[config.mk]
export PLATFORM = sky130hd
export DESIGN_NAME = frame_len_fixer
export DESIGN_NICKNAME = d
export VERILOG_FILES = /design/src/rtl/flf_pkg.sv /design/src/rtl/flf_sat_counter.sv /design/src/rtl/flf_limits.sv /design/src/rtl/frame_len_fixer.sv
export SDC_FILE = /design/constraint.sdc
export NUM_CORES = 1
export LEC_CHECK = 0
export BUFFER_PORTS_ARGS = -buffer_cell sky130_fd_sc_hd__buf_4
export CORE_ASPECT_RATIO = 2
export CORE_MARGIN = 10
export CORE_UTILIZATION = 52
export CTS_CLUSTER_SIZE = 14
export DETAILED_ROUTE_END_ITERATION = 16
export PLACE_DENSITY_LB_ADDON = 0.25
export SLEW_MARGIN = 20
export SYNTH_ARGS = -nofsm -noshare
export SYNTH_HDL_FRONTEND = slang
export SYNTH_SLANG_ARGS = --single-unit
[constraint.sdc]
create_clock -name clk -period 6.05 [get_ports clk]
set_clock_uncertainty 0.05 [all_clocks]
set_input_delay 1.5125 -clock clk [delete_from_list [all_inputs] [get_ports clk]]
set_output_delay 1.5125 -clock clk [all_outputs]
set_load 0.01 [all_outputs]
[src/rtl/flf_pkg.sv]
package flf_pkg;
  typedef enum logic [1:0] {
    ST_DATA = 2'd0,
    ST_PAD  = 2'd1,
    ST_DROP = 2'd2,
    ST_STAT = 2'd3
  } flf_state_e;
endpackage

[src/rtl/flf_sat_counter.sv]
module flf_sat_counter #(
  parameter int W = 16
) (
  input  logic         clk,
  input  logic         rst_n,
  input  logic         clr,
  input  logic         inc,
  output logic [W-1:0] cnt
);
  localparam logic [W-1:0] TOP = {W{1'b1}};

  always_ff @(posedge clk) begin
    if (!rst_n || clr) cnt <= '0;
    else if (inc && cnt != TOP) cnt <= cnt + 1'b1;
  end

  AST_NO_WRAP: assert property (@(posedge clk) disable iff (!rst_n)
    (!clr && $past(cnt) == TOP && $past(rst_n) && !$past(clr)) |-> cnt == TOP);
endmodule

[src/rtl/flf_limits.sv]
module flf_limits #(
  parameter int W = 16
) (
  input  logic         clk,
  input  logic         rst_n,
  input  logic [W-1:0] min_in,
  input  logic [W-1:0] max_in,
  input  logic         live,
  input  logic         load,
  output logic [W-1:0] eff_min,
  output logic [W-1:0] eff_max
);
  logic [W-1:0] cmax, cmin, min_q, max_q;

  always_comb begin
    cmax = (max_in == '0) ? W'(1) : max_in;
    cmin = (min_in < cmax) ? min_in : cmax;
  end

  always_ff @(posedge clk) begin
    if (!rst_n) begin
      min_q <= '0;
      max_q <= W'(1);
    end else if (load) begin
      min_q <= cmin;
      max_q <= cmax;
    end
  end

  assign eff_min = live ? cmin : min_q;
  assign eff_max = live ? cmax : max_q;

  AST_MIN_LE_MAX: assert property (@(posedge clk) disable iff (!rst_n)
    eff_min <= eff_max && eff_max != '0);
  AST_HELD_LIMITS: assert property (@(posedge clk) disable iff (!rst_n)
    (!live && !load && $past(!load) && $past(!live)) |-> $stable(eff_max));
endmodule

[src/rtl/frame_len_fixer.sv]
module frame_len_fixer
  import flf_pkg::*;
#(
  parameter int DATA_W = 8,
  parameter int LEN_W  = 16
) (
  input  logic              clk,
  input  logic              rst_n,
  input  logic [LEN_W-1:0]  min_len,
  input  logic [LEN_W-1:0]  max_len,
  input  logic [DATA_W-1:0] in_data,
  input  logic              in_valid,
  input  logic              in_last,
  output logic              in_ready,
  output logic [DATA_W-1:0] out_data,
  output logic              out_valid,
  output logic              out_last,
  input  logic              out_ready,
  output logic              st_valid,
  input  logic              st_ready,
  output logic [LEN_W-1:0]  st_orig_len,
  output logic [LEN_W-1:0]  st_sent_len,
  output logic              st_trunc,
  output logic              st_pad
);
  localparam int NW = LEN_W + 1;

  flf_state_e state, nxt;
  logic [LEN_W-1:0] in_cnt, out_cnt, eff_min, eff_max;
  logic [NW-1:0] n_next, min_w, max_w;
  logic inc_in, inc_out, clr_cnt, first, load, short_f, cut_f;
  logic trunc_q, pad_q;

  assign first   = (state == ST_DATA) && (out_cnt == '0);
  assign load    = first && in_valid && out_ready;
  assign clr_cnt = (state == ST_STAT) && st_ready;

  flf_limits #(.W(LEN_W)) u_lim (
    .clk(clk), .rst_n(rst_n), .min_in(min_len), .max_in(max_len),
    .live(first), .load(load), .eff_min(eff_min), .eff_max(eff_max)
  );

  flf_sat_counter #(.W(LEN_W)) u_in_cnt (
    .clk(clk), .rst_n(rst_n), .clr(clr_cnt), .inc(inc_in), .cnt(in_cnt)
  );

  flf_sat_counter #(.W(LEN_W)) u_out_cnt (
    .clk(clk), .rst_n(rst_n), .clr(clr_cnt), .inc(inc_out), .cnt(out_cnt)
  );

  assign n_next = {1'b0, out_cnt} + NW'(1);
  assign min_w  = {1'b0, eff_min};
  assign max_w  = {1'b0, eff_max};
  assign short_f = in_last && (n_next < min_w);
  assign cut_f   = !in_last && (n_next >= max_w);

  always_comb begin
    nxt       = state;
    in_ready  = 1'b0;
    out_valid = 1'b0;
    out_data  = '0;
    out_last  = 1'b0;
    st_valid  = 1'b0;
    inc_in    = 1'b0;
    inc_out   = 1'b0;
    case (state)
      ST_DATA: begin
        out_valid = in_valid;
        out_data  = in_data;
        in_ready  = out_ready;
        out_last  = (in_last && !short_f) || cut_f;
        if (in_valid && out_ready) begin
          inc_in  = 1'b1;
          inc_out = 1'b1;
          if (short_f)      nxt = ST_PAD;
          else if (in_last) nxt = ST_STAT;
          else if (cut_f)   nxt = ST_DROP;
        end
      end
      ST_PAD: begin
        out_valid = 1'b1;
        out_last  = n_next >= min_w;
        if (out_ready) begin
          inc_out = 1'b1;
          if (out_last) nxt = ST_STAT;
        end
      end
      ST_DROP: begin
        in_ready = 1'b1;
        if (in_valid) begin
          inc_in = 1'b1;
          if (in_last) nxt = ST_STAT;
        end
      end
      default: begin
        st_valid = 1'b1;
        if (st_ready) nxt = ST_DATA;
      end
    endcase
  end

  always_ff @(posedge clk) begin
    if (!rst_n) begin
      state   <= ST_DATA;
      trunc_q <= 1'b0;
      pad_q   <= 1'b0;
    end else begin
      state <= nxt;
      if (clr_cnt) begin
        trunc_q <= 1'b0;
        pad_q   <= 1'b0;
      end else if (state == ST_DATA && nxt == ST_DROP) begin
        trunc_q <= 1'b1;
      end else if (state == ST_DATA && nxt == ST_PAD) begin
        pad_q <= 1'b1;
      end
    end
  end

  assign st_orig_len = in_cnt;
  assign st_sent_len = out_cnt;
  assign st_trunc    = trunc_q;
  assign st_pad      = pad_q;

  AST_SENT_MIN: assert property (@(posedge clk) disable iff (!rst_n)
    st_valid |-> st_sent_len >= eff_min);
  AST_SENT_MAX: assert property (@(posedge clk) disable iff (!rst_n)
    st_valid |-> st_sent_len <= eff_max);
  AST_TRUNC_LONGER: assert property (@(posedge clk) disable iff (!rst_n)
    (st_valid && st_trunc) |-> st_orig_len >= st_sent_len);
  AST_PAD_SHORTER: assert property (@(posedge clk) disable iff (!rst_n)
    (st_valid && st_pad) |-> st_orig_len < st_sent_len);
  AST_FLAGS_EXCL: assert property (@(posedge clk) disable iff (!rst_n)
    st_valid |-> !(st_trunc && st_pad));
  AST_PAD_HOLDS_IN: assert property (@(posedge clk) disable iff (!rst_n)
    (out_valid && out_data == '0 && state == ST_PAD) |-> !in_ready);
  AST_STAT_BLOCKS: assert property (@(posedge clk) disable iff (!rst_n)
    st_valid |-> !in_ready && !out_valid);
  AST_STAT_STABLE: assert property (@(posedge clk) disable iff (!rst_n)
    (st_valid && !st_ready) |=> st_valid && $stable(st_orig_len) && $stable(st_sent_len)
      && $stable(st_trunc) && $stable(st_pad));
endmodule

==> results.cfg <==
[global_route]
grt_pass1_vias = 5595
grt_start_max_net_pins = 65
grt-ovfl-total = 0
grt_use_total_pct = 21.7
grt_pass1_wl_mm = 26.3
antenna_found_initial = 0

[synth]
async_reset_ff_share_pct = 0
synth_top_family_by_area = simple AND/OR/NAND/NOR gates
synth_warnings = 0
ys_seq_area_share_pct = 26.5
synth_cell_types = 53
synth_area_leaders = dfxtp_1 27%, ha_1 12%, nor2_1 6.8%
synth_top_area_cell = dfxtp_1
synth_xor_area_share_pct = 7.00
synth_flop_cell = dfxtp_1
synth_edf_count = 0
synthMuxAreaShare_pct = 6.61
synth-seq-cells = 68
synth_fa_ha_area_share_pct = 12.2
syn_inst = 668
netlist.area_leader.share_pct = 26.5
syn_avg_cell_area_sq_um = 7.68
syn_area_sq_mm = 0.00513
yosys.area_share.simple_pct = 24.1
synth_compound_area_share_pct = 17.8
syn-num-nets = 764

[clock_network]
hold_buffers = 0
cts_tree = yes
htree_levels = 3
numCtsBuffers = 9
cts-root-buf = clkbuf_16
clkTransAtPathRegs_ns = 0.05
clockBufferDepth = 2
numClockSinks = 68
clk_latency_ns = 0.34

[timing]
fin_crit_ns = 6.34
tightest_slew_ns = 0.734
fmax_ghz = 0.158
rsz0062_at_grt = true
finalSetupViolCount = 1
slew_headroom_pct = 50.9
finalCritPeriodShare_pct = 105
finalHoldViolCount = 0
maxSlewViolCount = 0
layout_setup_ws_ns = -0.293

[final_layout]
multi_input_area_sq_mm = 0.00384
insertedDiodeCount = 0
nFillCells = 765
drive_gt1_share_pct = 28.5
final_nets = 884
final_area_sq_mm = 0.00694
regArea_sq_mm = 0.00136
area_growth_pct = 35.1

[worst_setup_path]
crit_slowest_cell = a311o_1
path_buf_inv = 4
path_delay_family = compound AO/OA/AOI/OAI gates
crit_required_ns = 4.49
criticalPathCategory = input port to output port
start_kind = input port
arrival_ns = 4.78
path_max_fanout = 8
path_cells = buf_12, inv_8, ha_4, a211oi_4, nand2_1, a22oi_2, a31oi_4, buf_12, mux2_4, a21o_1, ha_4, nand4_1, or2_4, a311o_1, nand4_1, o211ai_1, a21oi_2, buf_4
max_stage_delay_ns = 0.32
end_kind = output port

[floorplan]
rows = 51
core_region_area_sq_mm = 0.00970
initial_core_util_pct = 52.9
die_w_um = 90.3
die_h_um = 161
dieArea_sq_mm = 0.0145
ios = 92

[outcome]
status = finished with violations
violations = setup timing

[drt]
drtPass1Iterations = 5
drc = 0
dr.first_iter.drc_count = 271
wl_per_cell_um = 17.2
vias = 5304
antenna_left = 0
wirelength_mm = 15.9
via_per_inst = 5.74

[place]
postPlaceCellArea_sq_mm = 0.00621
dp_hpwl_mm = 12.3
routabilityCongestion = 0.848
portBuffers = 91
dp_slack_ns = -0.540

[power_and_ir_drop]
ir_worst_vdd_v = 0.000184
total_power_mw = 1.41
power.density_mw_per_mm2 = 204
leakagePower_nw = 3.03

[job]
drv_cap = 0

[hold_path]
hold_class = flop to flop
==> flip-flops by register name (all words and copies together), names as in the netlist <==
signal	flops
u_lim.min_q	16
u_in_cnt.cnt	16
u_lim.max_q	16
st_pad	1
st_trunc	1
state	2
u_out_cnt.cnt	16
==> worst register-to-register path, stage by stage (launching register included) <==
cell       delay (ns)
dfxtp_1          0.39
inv_1            0.13
ha_1             0.16
or4b_4           0.50
nor3_2           0.30
buf_12           0.32
nor2_1           0.09
a21oi_1          0.16
ha_1             0.25
nand2b_1         0.14
a2111oi_0        0.38
a2111oi_0        0.16
o31a_1           0.31
buf_4            0.15
o211ai_1         0.23
a21oi_1          0.10
==> routing by layer <==
metal | track usage, % | vias to the layer above | share of wire (%)
li1 | - | 2569 | -
met4 | 10.3 | 0 | 3.3
met2 | 42.0 | 146 | 55
met5 | 0 | - | 0
met1 | 21.0 | 2545 | 38
met3 | 4.25 | 44 | 3.9
==> cells in the final DEF, fill, tap and decap left out, drive strengths merged, types with 6 or more instances in the layout <==
cell type  count
inv           29
o21ai         24
and2          11
dfxtp         68
nand3         19
nand4         18
ha            50
xnor2         25
clkbuf        13
nor3          12
nand2         88
nor2          93
buf          143
mux2i         17
a21oi         54
a211oi         6
mux2          15
o211ai        21
xor2          16
a21o          21
==> where the power goes <==
| part | leakage, nW | internal, mW | switching [mW] |
|---|---|---|---|
| clock network | 0.135 | 0.296 | 0.188 |
| logic | 2.35 | 0.209 | 0.238 |
| registers | 0.552 | 0.468 | 0.0141 |
==> what timing repair did <==
| action | in CTS | in global routing |
|---|---|---|
| endpoints found under the hold margin | 0 | 0 |
| pin swaps | 28 | 20 |
| gates resized for setup | 59 | 15 |
| setup buffers | 3 | 4 |
| cloned | 0 | 0 |
| setup endpoints to repair | 1 | 1 |
==> logic make-up (layout without fill, tap and decap cells) <==
family / count (synthesis) / count (layout)
AO/OA/AOI/OAI: 144 / 144
XOR/XNOR: 41 / 41
adder cells (fa/ha/maj): 50 / 50
buffers and inverters: 64 / 188
flip-flops: 68 / 68
multiplexers: 32 / 32
AND/OR/NAND/NOR: 269 / 269
==> cell usage after synthesis, types with 2 or more instances <==
library cell and count:
a2111oi_0 2, or3_1 2, nor4_1 4, clkbuf_1 15
a31oi_1 2, nand2b_1 2, a211oi_1 5, xor2_1 16
buf_6 5, mux2i_1 17, nor3b_1 2, inv_1 29
a311o_1 2, a22oi_1 2, and2_1 11, a21oi_1 54
and4_1 4, o21ai_0 23, nor3_1 12, a21o_1 21
dfxtp_1 68, xnor2_1 25, or2_2 5, buf_2 10
and3_1 5, ha_1 50, mux2_2 15, nand4_1 18
nor2_1 93, clkbuf_2 2, nand2_1 88, nand3_1 18
o211ai_1 21
==> stage by stage <==
stage                     instances  hold slack [ns]  setup TNS, ns  utilization, %
after detailed placement        902            0.395         -0.540            64.0
after floorplan                 668            0.381              0               -
final                           924            0.401         -0.293            71.5
after CTS                       920            0.405         -0.281            70.4
after global placement          902            0.388         -0.494            64.0
after global routing            924            0.429         -0.469            71.5
==> cell type report <==
type	instances	area share, %
inverter	30	1.88
clock inverter	2	0.144
clock buffer	13	3.75
multi-input combinational	536	55.4
tap	132	2.38
timing repair buffer	143	16.9
sequential	68	19.6
==> path summary, 6_finish.rpt <==
kind,depth (start not counted),startpoint,slack (ns),endpoint
max,18,max_len[2],-0.29,out_last
min reg2reg,2,st_trunc,0.40,st_trunc
max reg2reg,15,u_out_cnt.cnt[0],2.08,state[1]
min,2,st_trunc,0.40,st_trunc
No activity file was read; power rests on OpenSTA's default activity.
